<file path="src/rtl/bsch_pkg.sv">
`timescale 1ns/1ps
package bsch_pkg;

    typedef enum logic [1:0] {
        SLOT_NONE   = 2'd0,
        SLOT_FILL   = 2'd1,
        SLOT_REPLAY = 2'd2,
        SLOT_CORE   = 2'd3
    } slot_kind_e;

    function automatic int unsigned width_of(int unsigned n);
        return (n > 1) ? $clog2(n) : 1;
    endfunction

    function automatic int unsigned sat_add(int unsigned cur, int unsigned inc,
                                            int unsigned top);
        return ((cur + inc) > top) ? top : (cur + inc);
    endfunction

endpackage

</file>
<file path="src/rtl/bsch_addr_split.sv">
`timescale 1ns/1ps
module bsch_addr_split #(
    parameter int ADDR_W    = 12,
    parameter int NUM_BANKS = 2,
    parameter int SET_W     = 2,
    localparam int BANK_BITS = $clog2(NUM_BANKS),
    localparam int BANK_W    = bsch_pkg::width_of(NUM_BANKS),
    localparam int TAG_W     = ADDR_W - BANK_BITS - SET_W
) (
    input  logic [ADDR_W-1:0] addr,
    output logic [BANK_W-1:0] bank,
    output logic [SET_W-1:0]  set_idx,
    output logic [TAG_W-1:0]  tag
);
    generate
        if (NUM_BANKS > 1) begin : g_banked
            assign bank    = addr[BANK_BITS-1:0];
            assign set_idx = addr[BANK_BITS+SET_W-1:BANK_BITS];
            assign tag     = addr[ADDR_W-1:BANK_BITS+SET_W];
        end else begin : g_single
            assign bank    = '0;
            assign set_idx = addr[SET_W-1:0];
            assign tag     = addr[ADDR_W-1:SET_W];
        end
    endgenerate
endmodule

</file>
<file path="src/rtl/bsch_bypass_codec.sv">
`timescale 1ns/1ps
module bsch_bypass_codec #(
    parameter int NUM_IN = 4,
    parameter int CTAG_W = 8,
    localparam int IDX_W = bsch_pkg::width_of(NUM_IN),
    localparam int BT_W  = CTAG_W + IDX_W
) (
    input  logic [IDX_W-1:0]  req_idx,
    input  logic [CTAG_W-1:0] req_ctag,
    output logic [BT_W-1:0]   req_btag,
    input  logic [BT_W-1:0]   rsp_btag,
    output logic [IDX_W-1:0]  rsp_idx,
    output logic [CTAG_W-1:0] rsp_ctag
);
    assign req_btag = {req_ctag, req_idx};
    assign rsp_idx  = rsp_btag[IDX_W-1:0];
    assign rsp_ctag = rsp_btag[BT_W-1:IDX_W];
endmodule

</file>
<file path="src/rtl/bsch_slot_arbiter.sv">
`timescale 1ns/1ps
module bsch_slot_arbiter
    import bsch_pkg::*;
#(
    parameter int NUM_IN         = 4,
    parameter int NUM_BANKS      = 2,
    parameter int PORTS_PER_BANK = 2,
    parameter int SET_W          = 2,
    parameter int TAG_W          = 9,
    parameter int CTAG_W         = 8,
    parameter int FILL_ID_W      = 3,
    localparam int BANK_W = width_of(NUM_BANKS),
    localparam int IDX_W  = width_of(NUM_IN),
    localparam int INC_W  = $clog2(NUM_IN + 1)
) (
    input  logic                                   wt_mode,
    input  logic [NUM_IN-1:0]                      in_vld,
    input  logic [NUM_IN-1:0]                      in_io,
    input  logic [NUM_IN-1:0]                      in_write,
    input  logic [NUM_IN-1:0][BANK_W-1:0]          in_bank,
    input  logic [NUM_IN-1:0][SET_W-1:0]           in_set,
    input  logic [NUM_IN-1:0][TAG_W-1:0]           in_tag,
    input  logic [NUM_IN-1:0][CTAG_W-1:0]          in_ctag,
    input  logic [NUM_BANKS-1:0]                   rpl_vld,
    input  logic [NUM_BANKS-1:0]                   rpl_write,
    input  logic [NUM_BANKS-1:0][SET_W-1:0]        rpl_set,
    input  logic [NUM_BANKS-1:0][TAG_W-1:0]        rpl_tag,
    input  logic [NUM_BANKS-1:0]                   fill_vld,
    input  logic [NUM_BANKS-1:0][FILL_ID_W-1:0]    fill_id,
    input  logic [NUM_BANKS-1:0]                   mshr_full,
    output logic [NUM_IN-1:0]                      in_rdy,
    output logic [NUM_BANKS-1:0]                   fill_rdy,
    output logic [NUM_BANKS-1:0][1:0]              nx_kind,
    output logic [NUM_BANKS-1:0]                   nx_write,
    output logic [NUM_BANKS-1:0][SET_W-1:0]        nx_set,
    output logic [NUM_BANKS-1:0][TAG_W-1:0]        nx_tag,
    output logic [NUM_BANKS-1:0][PORTS_PER_BANK-1:0] nx_pvld,
    output logic [NUM_BANKS-1:0][PORTS_PER_BANK-1:0][IDX_W-1:0]  nx_pid,
    output logic [NUM_BANKS-1:0][PORTS_PER_BANK-1:0][CTAG_W-1:0] nx_ptag,
    output logic                                   byp_sel_vld,
    output logic [IDX_W-1:0]                       byp_sel_idx,
    output logic [INC_W-1:0]                       bank_inc,
    output logic [INC_W-1:0]                       mshr_inc
);
    logic [BANK_W-1:0] b;
    int                p;

    always_comb begin
        // Stage 1: replay claims the slot, a fill takes it only if still empty.
        for (int k = 0; k < NUM_BANKS; k++) begin
            nx_pvld[k]  = '0;
            nx_pid[k]   = '0;
            nx_ptag[k]  = '0;
            fill_rdy[k] = 1'b0;
            if (rpl_vld[k]) begin
                nx_kind[k]  = SLOT_REPLAY;
                nx_write[k] = rpl_write[k];
                nx_set[k]   = rpl_set[k];
                nx_tag[k]   = rpl_tag[k];
            end else if (fill_vld[k]) begin
                nx_kind[k]  = SLOT_FILL;
                nx_write[k] = 1'b0;
                nx_set[k]   = '0;
                nx_tag[k]   = TAG_W'(fill_id[k]);
                fill_rdy[k] = 1'b1;
            end else begin
                nx_kind[k]  = SLOT_NONE;
                nx_write[k] = 1'b0;
                nx_set[k]   = '0;
                nx_tag[k]   = '0;
            end
        end

        // Stage 2: core inputs in ascending order.
        in_rdy      = '0;
        byp_sel_vld = 1'b0;
        byp_sel_idx = '0;
        bank_inc    = '0;
        mshr_inc    = '0;
        b           = '0;
        p           = 0;
        for (int i = 0; i < NUM_IN; i++) begin
            b = in_bank[i];
            p = i % PORTS_PER_BANK;
            if (in_vld[i]) begin
                if (in_io[i]) begin
                    if (!byp_sel_vld) begin
                        byp_sel_vld = 1'b1;
                        byp_sel_idx = IDX_W'(i);
                        in_rdy[i]   = 1'b1;
                    end
                end else if ((!in_write[i] || !wt_mode) && mshr_full[b]) begin
                    bank_inc = bank_inc + INC_W'(1);
                    mshr_inc = mshr_inc + INC_W'(1);
                end else if (nx_kind[b] == SLOT_CORE) begin
                    if (nx_write[b] == in_write[i] && nx_set[b] == in_set[i]
                        && nx_tag[b] == in_tag[i] && !nx_pvld[b][p]) begin
                        nx_pvld[b][p] = 1'b1;
                        nx_pid[b][p]  = IDX_W'(i);
                        nx_ptag[b][p] = in_ctag[i];
                        in_rdy[i]     = 1'b1;
                    end else begin
                        bank_inc = bank_inc + INC_W'(1);
                    end
                end else if (nx_kind[b] == SLOT_NONE) begin
                    nx_kind[b]    = SLOT_CORE;
                    nx_write[b]   = in_write[i];
                    nx_set[b]     = in_set[i];
                    nx_tag[b]     = in_tag[i];
                    nx_pvld[b][p] = 1'b1;
                    nx_pid[b][p]  = IDX_W'(i);
                    nx_ptag[b][p] = in_ctag[i];
                    in_rdy[i]     = 1'b1;
                end else begin
                    bank_inc = bank_inc + INC_W'(1);
                end
            end
        end
    end

    // a bank holding a replay never accepts its fill in the same cycle
    always_comb begin
        for (int k = 0; k < NUM_BANKS; k++) begin
            a_r2_replay_blocks_fill: assert (!(rpl_vld[k] && fill_rdy[k]));
        end
    end

    // never more than one IO request accepted per cycle
    always_comb begin
        a_r10_one_bypass: assert ($countones(in_rdy & in_io & in_vld) <= 1);
    end
endmodule

</file>
<file path="src/rtl/bank_req_sched.sv">
`timescale 1ns/1ps
module bank_req_sched
    import bsch_pkg::*;
#(
    parameter int NUM_IN         = 4,
    parameter int NUM_BANKS      = 2,
    parameter int PORTS_PER_BANK = 2,
    parameter int ADDR_W         = 12,
    parameter int SET_W          = 2,
    parameter int CTAG_W         = 8,
    parameter int FILL_ID_W      = 3,
    parameter int CNT_W          = 16,
    localparam int BANK_BITS = $clog2(NUM_BANKS),
    localparam int BANK_W    = width_of(NUM_BANKS),
    localparam int TAG_W     = ADDR_W - BANK_BITS - SET_W,
    localparam int IDX_W     = width_of(NUM_IN),
    localparam int BT_W      = CTAG_W + IDX_W,
    localparam int INC_W     = $clog2(NUM_IN + 1)
) (
    input  logic                                   clk,
    input  logic                                   rst,
    input  logic                                   wt_mode,
    input  logic [NUM_IN-1:0]                      core_vld,
    input  logic [NUM_IN-1:0]                      core_io,
    input  logic [NUM_IN-1:0]                      core_write,
    input  logic [NUM_IN-1:0][ADDR_W-1:0]          core_addr,
    input  logic [NUM_IN-1:0][CTAG_W-1:0]          core_tag,
    output logic [NUM_IN-1:0]                      core_rdy,
    input  logic [NUM_BANKS-1:0]                   rpl_vld,
    input  logic [NUM_BANKS-1:0]                   rpl_write,
    input  logic [NUM_BANKS-1:0][SET_W-1:0]        rpl_set,
    input  logic [NUM_BANKS-1:0][TAG_W-1:0]        rpl_tag,
    input  logic [NUM_BANKS-1:0]                   fill_vld,
    input  logic [NUM_BANKS-1:0][FILL_ID_W-1:0]    fill_id,
    output logic [NUM_BANKS-1:0]                   fill_rdy,
    input  logic [NUM_BANKS-1:0]                   mshr_full,
    output logic [NUM_BANKS-1:0][1:0]              slot_kind,
    output logic [NUM_BANKS-1:0]                   slot_write,
    output logic [NUM_BANKS-1:0][SET_W-1:0]        slot_set,
    output logic [NUM_BANKS-1:0][TAG_W-1:0]        slot_tag,
    output logic [NUM_BANKS-1:0][PORTS_PER_BANK-1:0] slot_pvld,
    output logic [NUM_BANKS-1:0][PORTS_PER_BANK-1:0][IDX_W-1:0]  slot_pid,
    output logic [NUM_BANKS-1:0][PORTS_PER_BANK-1:0][CTAG_W-1:0] slot_ptag,
    output logic                                   byp_vld,
    output logic                                   byp_write,
    output logic [ADDR_W-1:0]                      byp_addr,
    output logic [BT_W-1:0]                        byp_tag,
    input  logic                                   bypr_vld,
    input  logic [BT_W-1:0]                        bypr_tag,
    output logic                                   rsp_vld,
    output logic [IDX_W-1:0]                       rsp_idx,
    output logic [CTAG_W-1:0]                      rsp_tag,
    output logic [CNT_W-1:0]                       bank_stalls,
    output logic [CNT_W-1:0]                       mshr_stalls
);
    localparam int unsigned CNT_MAX = (1 << CNT_W) - 1;

    typedef struct packed {
        logic              vld;
        logic              write;
        logic [ADDR_W-1:0] addr;
        logic [BT_W-1:0]   tag;
    } byp_req_t;

    typedef struct packed {
        logic              vld;
        logic [IDX_W-1:0]  idx;
        logic [CTAG_W-1:0] tag;
    } byp_rsp_t;

    logic [NUM_IN-1:0][BANK_W-1:0] dec_bank;
    logic [NUM_IN-1:0][SET_W-1:0]  dec_set;
    logic [NUM_IN-1:0][TAG_W-1:0]  dec_tag;

    generate
        for (genvar gi = 0; gi < NUM_IN; gi++) begin : g_split
            bsch_addr_split #(
                .ADDR_W(ADDR_W), .NUM_BANKS(NUM_BANKS), .SET_W(SET_W)
            ) u_split (
                .addr(core_addr[gi]), .bank(dec_bank[gi]),
                .set_idx(dec_set[gi]), .tag(dec_tag[gi])
            );
        end
    endgenerate

    logic [NUM_BANKS-1:0][1:0]                                  nx_kind;
    logic [NUM_BANKS-1:0]                                       nx_write;
    logic [NUM_BANKS-1:0][SET_W-1:0]                            nx_set;
    logic [NUM_BANKS-1:0][TAG_W-1:0]                            nx_tag;
    logic [NUM_BANKS-1:0][PORTS_PER_BANK-1:0]                   nx_pvld;
    logic [NUM_BANKS-1:0][PORTS_PER_BANK-1:0][IDX_W-1:0]        nx_pid;
    logic [NUM_BANKS-1:0][PORTS_PER_BANK-1:0][CTAG_W-1:0]       nx_ptag;
    logic                                                       sel_vld;
    logic [IDX_W-1:0]                                           sel_idx;
    logic [INC_W-1:0]                                           bank_inc, mshr_inc;

    bsch_slot_arbiter #(
        .NUM_IN(NUM_IN), .NUM_BANKS(NUM_BANKS), .PORTS_PER_BANK(PORTS_PER_BANK),
        .SET_W(SET_W), .TAG_W(TAG_W), .CTAG_W(CTAG_W), .FILL_ID_W(FILL_ID_W)
    ) u_arb (
        .wt_mode(wt_mode), .in_vld(core_vld), .in_io(core_io),
        .in_write(core_write), .in_bank(dec_bank), .in_set(dec_set),
        .in_tag(dec_tag), .in_ctag(core_tag),
        .rpl_vld(rpl_vld), .rpl_write(rpl_write), .rpl_set(rpl_set),
        .rpl_tag(rpl_tag), .fill_vld(fill_vld), .fill_id(fill_id),
        .mshr_full(mshr_full), .in_rdy(core_rdy), .fill_rdy(fill_rdy),
        .nx_kind(nx_kind), .nx_write(nx_write), .nx_set(nx_set),
        .nx_tag(nx_tag), .nx_pvld(nx_pvld), .nx_pid(nx_pid), .nx_ptag(nx_ptag),
        .byp_sel_vld(sel_vld), .byp_sel_idx(sel_idx),
        .bank_inc(bank_inc), .mshr_inc(mshr_inc)
    );

    logic [BT_W-1:0]   sel_btag;
    logic [IDX_W-1:0]  dec_idx;
    logic [CTAG_W-1:0] dec_ctag;

    bsch_bypass_codec #(.NUM_IN(NUM_IN), .CTAG_W(CTAG_W)) u_codec (
        .req_idx(sel_idx), .req_ctag(core_tag[sel_idx]), .req_btag(sel_btag),
        .rsp_btag(bypr_tag), .rsp_idx(dec_idx), .rsp_ctag(dec_ctag)
    );

    byp_req_t byp_q;
    byp_rsp_t rsp_q;

    always_ff @(posedge clk) begin
        if (rst) begin
            slot_kind   <= '0;
            slot_write  <= '0;
            slot_set    <= '0;
            slot_tag    <= '0;
            slot_pvld   <= '0;
            slot_pid    <= '0;
            slot_ptag   <= '0;
            byp_q       <= '0;
            rsp_q       <= '0;
            bank_stalls <= '0;
            mshr_stalls <= '0;
        end else begin
            slot_kind   <= nx_kind;
            slot_write  <= nx_write;
            slot_set    <= nx_set;
            slot_tag    <= nx_tag;
            slot_pvld   <= nx_pvld;
            slot_pid    <= nx_pid;
            slot_ptag   <= nx_ptag;
            byp_q       <= '{vld: sel_vld, write: core_write[sel_idx],
                             addr: core_addr[sel_idx], tag: sel_btag};
            rsp_q       <= '{vld: bypr_vld, idx: dec_idx, tag: dec_ctag};
            bank_stalls <= CNT_W'(sat_add(32'(bank_stalls), 32'(bank_inc), CNT_MAX));
            mshr_stalls <= CNT_W'(sat_add(32'(mshr_stalls), 32'(mshr_inc), CNT_MAX));
        end
    end

    assign byp_vld   = byp_q.vld;
    assign byp_write = byp_q.write;
    assign byp_addr  = byp_q.addr;
    assign byp_tag   = byp_q.tag;
    assign rsp_vld   = rsp_q.vld;
    assign rsp_idx   = rsp_q.idx;
    assign rsp_tag   = rsp_q.tag;

    // miss-queue stalls are a subset of bank stalls
    a_r12_mshr_le_bank: assert property (@(posedge clk) disable iff (rst)
        mshr_stalls <= bank_stalls);

    // a bypass response is decoded one edge later
    a_r11_rsp_decode: assert property (@(posedge clk) disable iff (rst)
        bypr_vld |=> (rsp_vld && rsp_idx == $past(bypr_tag[IDX_W-1:0])));

    generate
        for (genvar gb = 0; gb < NUM_BANKS; gb++) begin : g_bank_chk
            // replay owns the slot at the next edge
            a_r2_replay_slot: assert property (@(posedge clk) disable iff (rst)
                rpl_vld[gb] |=> (slot_kind[gb] == 2'd2 && slot_tag[gb] == $past(rpl_tag[gb])));
            // a core slot always holds at least one port lane
            a_r5_core_has_lane: assert property (@(posedge clk) disable iff (rst)
                (slot_kind[gb] == 2'd3) |-> (|slot_pvld[gb]));
            for (genvar gp = 0; gp < PORTS_PER_BANK; gp++) begin : g_lane
                // a lane only carries inputs that map to it
                a_r4_lane_map: assert property (@(posedge clk) disable iff (rst)
                    slot_pvld[gb][gp] |-> (int'(slot_pid[gb][gp]) % PORTS_PER_BANK == gp));
            end
        end
        for (genvar gi = 0; gi < NUM_IN; gi++) begin : g_in_chk
            // full miss queue refuses reads and write-back writes
            a_r8_mshr_refuse: assert property (@(posedge clk) disable iff (rst)
                (core_vld[gi] && !core_io[gi]
                 && mshr_full[int'(core_addr[gi]) % NUM_BANKS]
                 && (!core_write[gi] || !wt_mode)) |-> !core_rdy[gi]);
        end
    endgenerate
endmodule

</file>
<file path="config.mk">
export PLATFORM = sky130hd
export DESIGN_NAME = bank_req_sched
export DESIGN_NICKNAME = d
export VERILOG_FILES = /design/src/rtl/bsch_pkg.sv /design/src/rtl/bsch_addr_split.sv /design/src/rtl/bsch_bypass_codec.sv /design/src/rtl/bsch_slot_arbiter.sv /design/src/rtl/bank_req_sched.sv
export SDC_FILE = /design/constraint.sdc
export NUM_CORES = 1
export LEC_CHECK = 0
export ABC_AREA = 1
export BUFFER_PORTS_ARGS = -buffer_cell sky130_fd_sc_hd__buf_4
export CAP_MARGIN = 20
export CORE_UTILIZATION = 47
export CTS_CLUSTER_DIAMETER = 150
export CTS_CLUSTER_SIZE = 30
export DETAILED_ROUTE_END_ITERATION = 10
export PLACE_DENSITY = 0.75
export SYNTH_ARGS = -nofsm -noshare
export SYNTH_HDL_FRONTEND = slang
export SYNTH_SLANG_ARGS = --single-unit
</file>
<file path="constraint.sdc">
create_clock -name clk -period 6.15 [get_ports clk]
set_clock_uncertainty 0.15 [all_clocks]
set_input_delay 0.615 -clock clk [delete_from_list [all_inputs] [get_ports clk]]
set_output_delay 0.615 -clock clk [all_outputs]
set_load 0.02 [all_outputs]
</file>
==> results of run 1 <==
[through the flow]
stage | setup slack (ns) | instances
after detailed placement | -0.0571 | 1979
after floorplan | 0.283 | 1439
after CTS | 0.352 | 2011
final | 0.597 | 2011
after global routing | 0.0207 | 2011
after global placement | 0.0453 | 1979
[state kept, by name (all words and copies together) (netlist names)]
register     cells
bank_stalls     16
byp_addr        12
byp_tag         10
byp_vld          1
byp_write        1
mshr_stalls     16
rsp_idx          2
rsp_tag          8
rsp_vld          1
slot_kind        4
slot_pid         5
slot_ptag       32
slot_pvld        3
slot_set         4
slot_tag        18
slot_write       2
[cells in the mapped netlist, drive strengths merged]
| master | number | area (sq um) |
|---|---|---|
| xor2 | 19 | 166 |
| o31ai | 1 | 7.51 |
| a21oi | 112 | 561 |
| clkbuf | 44 | 165 |
| nand3 | 182 | 968 |
| nand4 | 60 | 388 |
| a22oi | 5 | 37.5 |
| o211ai | 11 | 92.6 |
| o21a | 5 | 37.5 |
| dfxtp | 135 | 2700 |
| a31oi | 22 | 153 |
| fa | 2 | 40.0 |
| nand3b | 6 | 45.0 |
| inv | 181 | 684 |
| nor4 | 2 | 12.5 |
| a311oi | 7 | 61.3 |
| a31o | 1 | 8.76 |
| or2 | 1 | 6.26 |
| clkinv | 2 | 7.51 |
| nand2 | 314 | 1210 |
| nor2 | 140 | 558 |
| o22ai | 3 | 18.8 |
| xnor2 | 9 | 78.8 |
| a211oi | 2 | 15.0 |
| nor3 | 16 | 96.4 |
| o21ai | 101 | 509 |
| and2 | 9 | 56.3 |
| conb | 1 | 3.75 |
| ha | 13 | 163 |
| buf | 31 | 223 |
| a22o | 1 | 8.76 |
[final cells by class]
class	count	area (sq um)	share of cell area, %
Multi-Input combinational cell	1046	5320	43.1
Timing Repair Buffer	355	2710	21.9
Sequential cell	135	2700	21.9
Inverter	183	692	5.61
Clock buffer	18	439	3.56
Tap cell	260	325	2.64
Clock inverter	14	156	1.27
[report_power, final]
part	total (W)	switching, W	internal [W]
sequential	0.000936	0.0000178	0.000918
combinational	0.000703	0.000434	0.000269
clock	0.00104	0.000456	0.000586
total	0.00268	0.000908	0.00177
[cells by family after synthesis]
kind of cell	after synthesis	synth area share, %
and+or+nand+nor	730	36.7
AOI/OAI and AO/OA	271	16.6
buffers and inverters	258	11.9
DFF	135	29.8
xor gates and xnor gates	28	2.70
adders and majority gates	15	2.23
other	1	0.0413
[worst reg2reg max path: stages, from the launching register on]
cell and delay [ns]:
dfxtp_1 0.33, ha_1 0.17, inv_1 0.06, fa_1 0.41, o21ai_0 0.32, nand3_1 0.17
inv_1 0.08, nand3_1 0.08, nor2_1 0.13, inv_1 0.10, nor3_1 0.14, nand2_1 0.36
a21oi_1 0.27
[repair_timing]
item | 4_1_cts | 5_1_grt
hold buffers | 0 | 0
endpoints found under the setup margin | 0 | 16
resized for setup | 0 | 6
[final timing paths]
check,from,to,cells after the start
hold reg to reg,mshr_stalls[14],mshr_stalls[14],2
setup reg to reg,mshr_stalls[0],mshr_stalls[15],12
setup / recovery,mshr_full[1],bank_stalls[14],44
hold / removal,bypr_tag[9],rsp_tag[7],3
[layer usage]
metal	vias up	global-route usage (%)
met5	-	0
met4	0	11.3
met3	71	8.70
met2	614	52.0
met1	4959	45.0
li1	5379	-
==> results.json, run 1 <==
{
  "wl_um": 33800,
  "drc": 0,
  "dr_wl_met3_um": 3680,
  "rrSetupSlack_ns": 3.29,
  "path_class": "primary input to register",
  "gp_congestion": 0.932,
  "grt-ovfl-total": 0,
  "design.final.nets": 1895,
  "synth_area_sq_um": 9080,
  "crit_family": "simple AND/OR/NAND/NOR gates",
  "initial_core_util_pct": 48.2,
  "core_sq_um": 18800,
  "m1WireLength_um": 14400,
  "highest_layer": "met4",
  "cellLeakagePower_nw": 6.21,
  "hpwlAfterDp_um": 25900,
  "slew_headroom_pct": 32.9,
  "die_height_um": 141,
  "met2_length_um": 14800,
  "dieArea_sq_um": 19900,
  "fin_util_pct": 65.5,
  "ys_seq_area_share_pct": 29.8,
  "finalMaxSlewViolations": 0,
  "place_area_sq_um": 11700,
  "status": "completed",
  "path_buf_inv": 7,
  "yosysUniqueCellTypes": 48,
  "mostFrequentLayoutCells": "buf_4, nand2_1, inv_1",
  "crit_required_ns": 6.29,
  "antenna_found_initial": 0,
  "cts_tree": "done",
  "p_per_area_nw_per_um2": 217,
  "syn_area_per_cell_sq_um": 6.32,
  "post_cts_buffers": 0,
  "hold_path.class": "primary input to register",
  "ios": 287,
  "total_power_w": 0.00268,
  "cts_root_buf": "clkbuf_16",
  "fin_crit_ns": 5.55,
  "design_area_sq_um": 12300,
  "worst_path_max_delay_cell": "fa_2",
  "drive_above_1_share_pct": 24.7,
  "worstPathArrival_ns": 5.69,
  "grt_pass1_wl_um": 52000,
  "fin_crit_sh_pct": 90.3,
  "die_width_um": 141,
  "synth-seq-cells": 135,
  "clockBufferDepth": 2,
  "rsz0062_at_grt": "false",
  "place.port_buffers": 284,
  "grtUsageTotal_pct": 33.5,
  "cts-buffers-inserted": 17,
  "via_per_inst": 5.48,
  "setup_viol": 0,
  "clock-sinks": 135,
  "syn_to_final_growth_pct": 35.9,
  "ir_drop_mv": 0.197,
  "fmax_mhz": 180,
  "cp_max_fo": 16,
  "grt_pass1_vias": 9926,
  "setup_tns_ns": 0,
  "hold_ws_ns": 0.233,
  "wl_per_cell_um": 16.8,
  "nFillCells": 1723,
  "dr.pass1.iters": 6,
  "ant_nets": 0,
  "row_count": 50,
  "tightest_slew_ns": 1.01,
  "detailroute.via_count": 11000,
  "final_common_cell": "buf_4",
  "critPathLaunchType": "primary input",
  "crit_top_cell": "nand2_1",
  "num_antenna_cells": 0,
  "syn_inst": 1438,
  "yosysWarnings": 0,
  "h-tree-depth": 4,
  "hold_viol": 0,
  "clk_pin_slew_worst_paths_ns": 0.07,
  "grt_max_degree": 65,
  "dr.first_iter.drc_count": 1245,
  "crit_path_end_kind": "register",
  "slowest_delay_ns": 0.40,
  "drv_cap": 0,
  "clock_latency_ns": 0.43
}
Power figures use the tool's default switching activity.
==> run 2, diff against run 1 <==
CORE_MARGIN = 5   (was default)
==> run 2 against run 1 <==
  * Cell area down 0.75%
  * Register-to-register slack worse by 0.05 ns
  * Combinational power down 0.6%
==> results.json, run 2 (synthesized netlist as in run 1, its figures left out) <==
{
  "syn_to_final_growth_pct": 34.8,
  "dr.first_iter.drc_count": 1207,
  "hold_viol": 0,
  "die_width_um": 149,
  "grt_pass1_wl_um": 54900,
  "via_per_inst": 5.63,
  "cts-buffers-inserted": 17,
  "dr.pass1.iters": 5,
  "h-tree-depth": 4,
  "core_sq_um": 18900,
  "rrSetupSlack_ns": 3.24,
  "drv_cap": 0,
  "tightest_slew_ns": 1.06,
  "path_class": "primary input to register",
  "cellLeakagePower_nw": 6.14,
  "hpwlAfterDp_um": 27400,
  "finalMaxSlewViolations": 0,
  "drive_above_1_share_pct": 24.4,
  "hold_path.class": "primary input to register",
  "num_antenna_cells": 0,
  "grtUsageTotal_pct": 30.8,
  "mostFrequentLayoutCells": "buf_4, nand2_1, inv_1",
  "reg.largest.list": "slot_ptag x32, slot_tag x18",
  "clock-sinks": 135,
  "dieArea_sq_um": 22200,
  "fin_crit_ns": 5.61,
  "wl_per_cell_um": 17.9,
  "row_count": 50,
  "slew_headroom_pct": 28.9,
  "cts_root_buf": "clkbuf_16",
  "gp_congestion": 0.964,
  "status": "completed",
  "detailroute.via_count": 11200,
  "hold_ws_ns": 0.245,
  "final_common_cell": "buf_4",
  "wl_um": 35800,
  "ant_nets": 0,
  "setup_viol": 0,
  "grt_max_degree": 93,
  "p_per_area_nw_per_um2": 219,
  "clockBufferDepth": 2,
  "fin_crit_sh_pct": 91.1,
  "ir_drop_mv": 0.198,
  "rsz0062_at_grt": "false",
  "worstPathArrival_ns": 5.72,
  "place.port_buffers": 284,
  "crit_path_end_kind": "register",
  "place_area_sq_um": 11600,
  "design_area_sq_um": 12200,
  "slowest_delay_ns": 0.40,
  "design.final.nets": 1881,
  "ios": 287,
  "nFillCells": 1805,
  "critPathLaunchType": "primary input",
  "grt_pass1_vias": 10400,
  "clock_latency_ns": 0.43,
  "worst_path_max_delay_cell": "fa_2",
  "cp_max_fo": 17,
  "crit_required_ns": 6.27,
  "grt-ovfl-total": 0,
  "crit_top_cell": "nand2_1",
  "largest_reg_flops": 32,
  "top_register": "slot_ptag",
  "initial_core_util_pct": 48.1,
  "fmax_mhz": 178,
  "clk_pin_slew_worst_paths_ns": 0.07,
  "die_height_um": 149,
  "drc": 0,
  "cts_tree": "done",
  "antenna_found_initial": 0
}
## run 2: final timing paths
check / from / end / depth (start not counted)
max: core_addr[12] / bank_stalls[14] / 38
min reg2reg: mshr_stalls[14] / mshr_stalls[14] / 2
max reg2reg: mshr_stalls[0] / mshr_stalls[3] / 12
min: bypr_tag[5] / rsp_tag[3] / 3
## run 2: timing repair
action | in CTS | in global routing
setup endpoints to repair | 0 | 16
buffers inserted | 0 | 1
hold buffers | 0 | 0
hold endpoints to repair | 0 | 0
gates resized for setup | 0 | 9
## run 2: through the flow
stage | util [%] | setup TNS [ns] | std cells | power [W] | worst slack (ns)
floorplan | - | 0 | 1439 | 0.00135 | 0.283
global placement | 61.5 | 0 | 1964 | 0.00163 | 0.0815
detailed placement | 61.5 | -0.104 | 1964 | 0.00164 | -0.0944
CTS | 64.6 | 0 | 1996 | 0.00268 | 0.331
global route | 64.8 | 0 | 1997 | 0.00279 | 0.0246
finish | 64.8 | 0 | 1997 | 0.00268 | 0.545
## run 2: worst max-delay path, delay by kind of cell
family	cells	cell delay, ns
xor gates and xnor gates	2	0.42
buffers and inverters	9	1.39
and+or+nand+nor	23	2.35
AOI/OAI and AO/OA	2	0.26
adders and majority gates	2	0.71
## run 2: final cells by class
cell class	instances	area (sq um)	area share (%)
multi-input cells	1046	5330	43.6
well taps	260	325	2.66
clock inverters	14	155	1.27
inverters	183	692	5.65
flip-flops and latches	135	2700	22.1
repair buffers	341	2600	21.2
clock buffers	18	439	3.59
## run 2: where the power goes
group | internal [W] | switching, W | total [W] | leakage, nW
registers | 0.000918 | 0.0000191 | 0.000937 | 1.10
clock network | 0.000586 | 0.000456 | 0.00104 | 0.283
logic | 0.000261 | 0.000439 | 0.000699 | 4.75
total | 0.00176 | 0.000914 | 0.00268 | 6.14
## run 2: routing by layer
metal  vias up  share of wire [%]  track usage [%]
met2       686                 45             49.0
met1      5151                 41             42.0
li1       5344                  -                -
met4         0                2.3             7.60
met3        66                 12             7.93
met5         -                  0                0
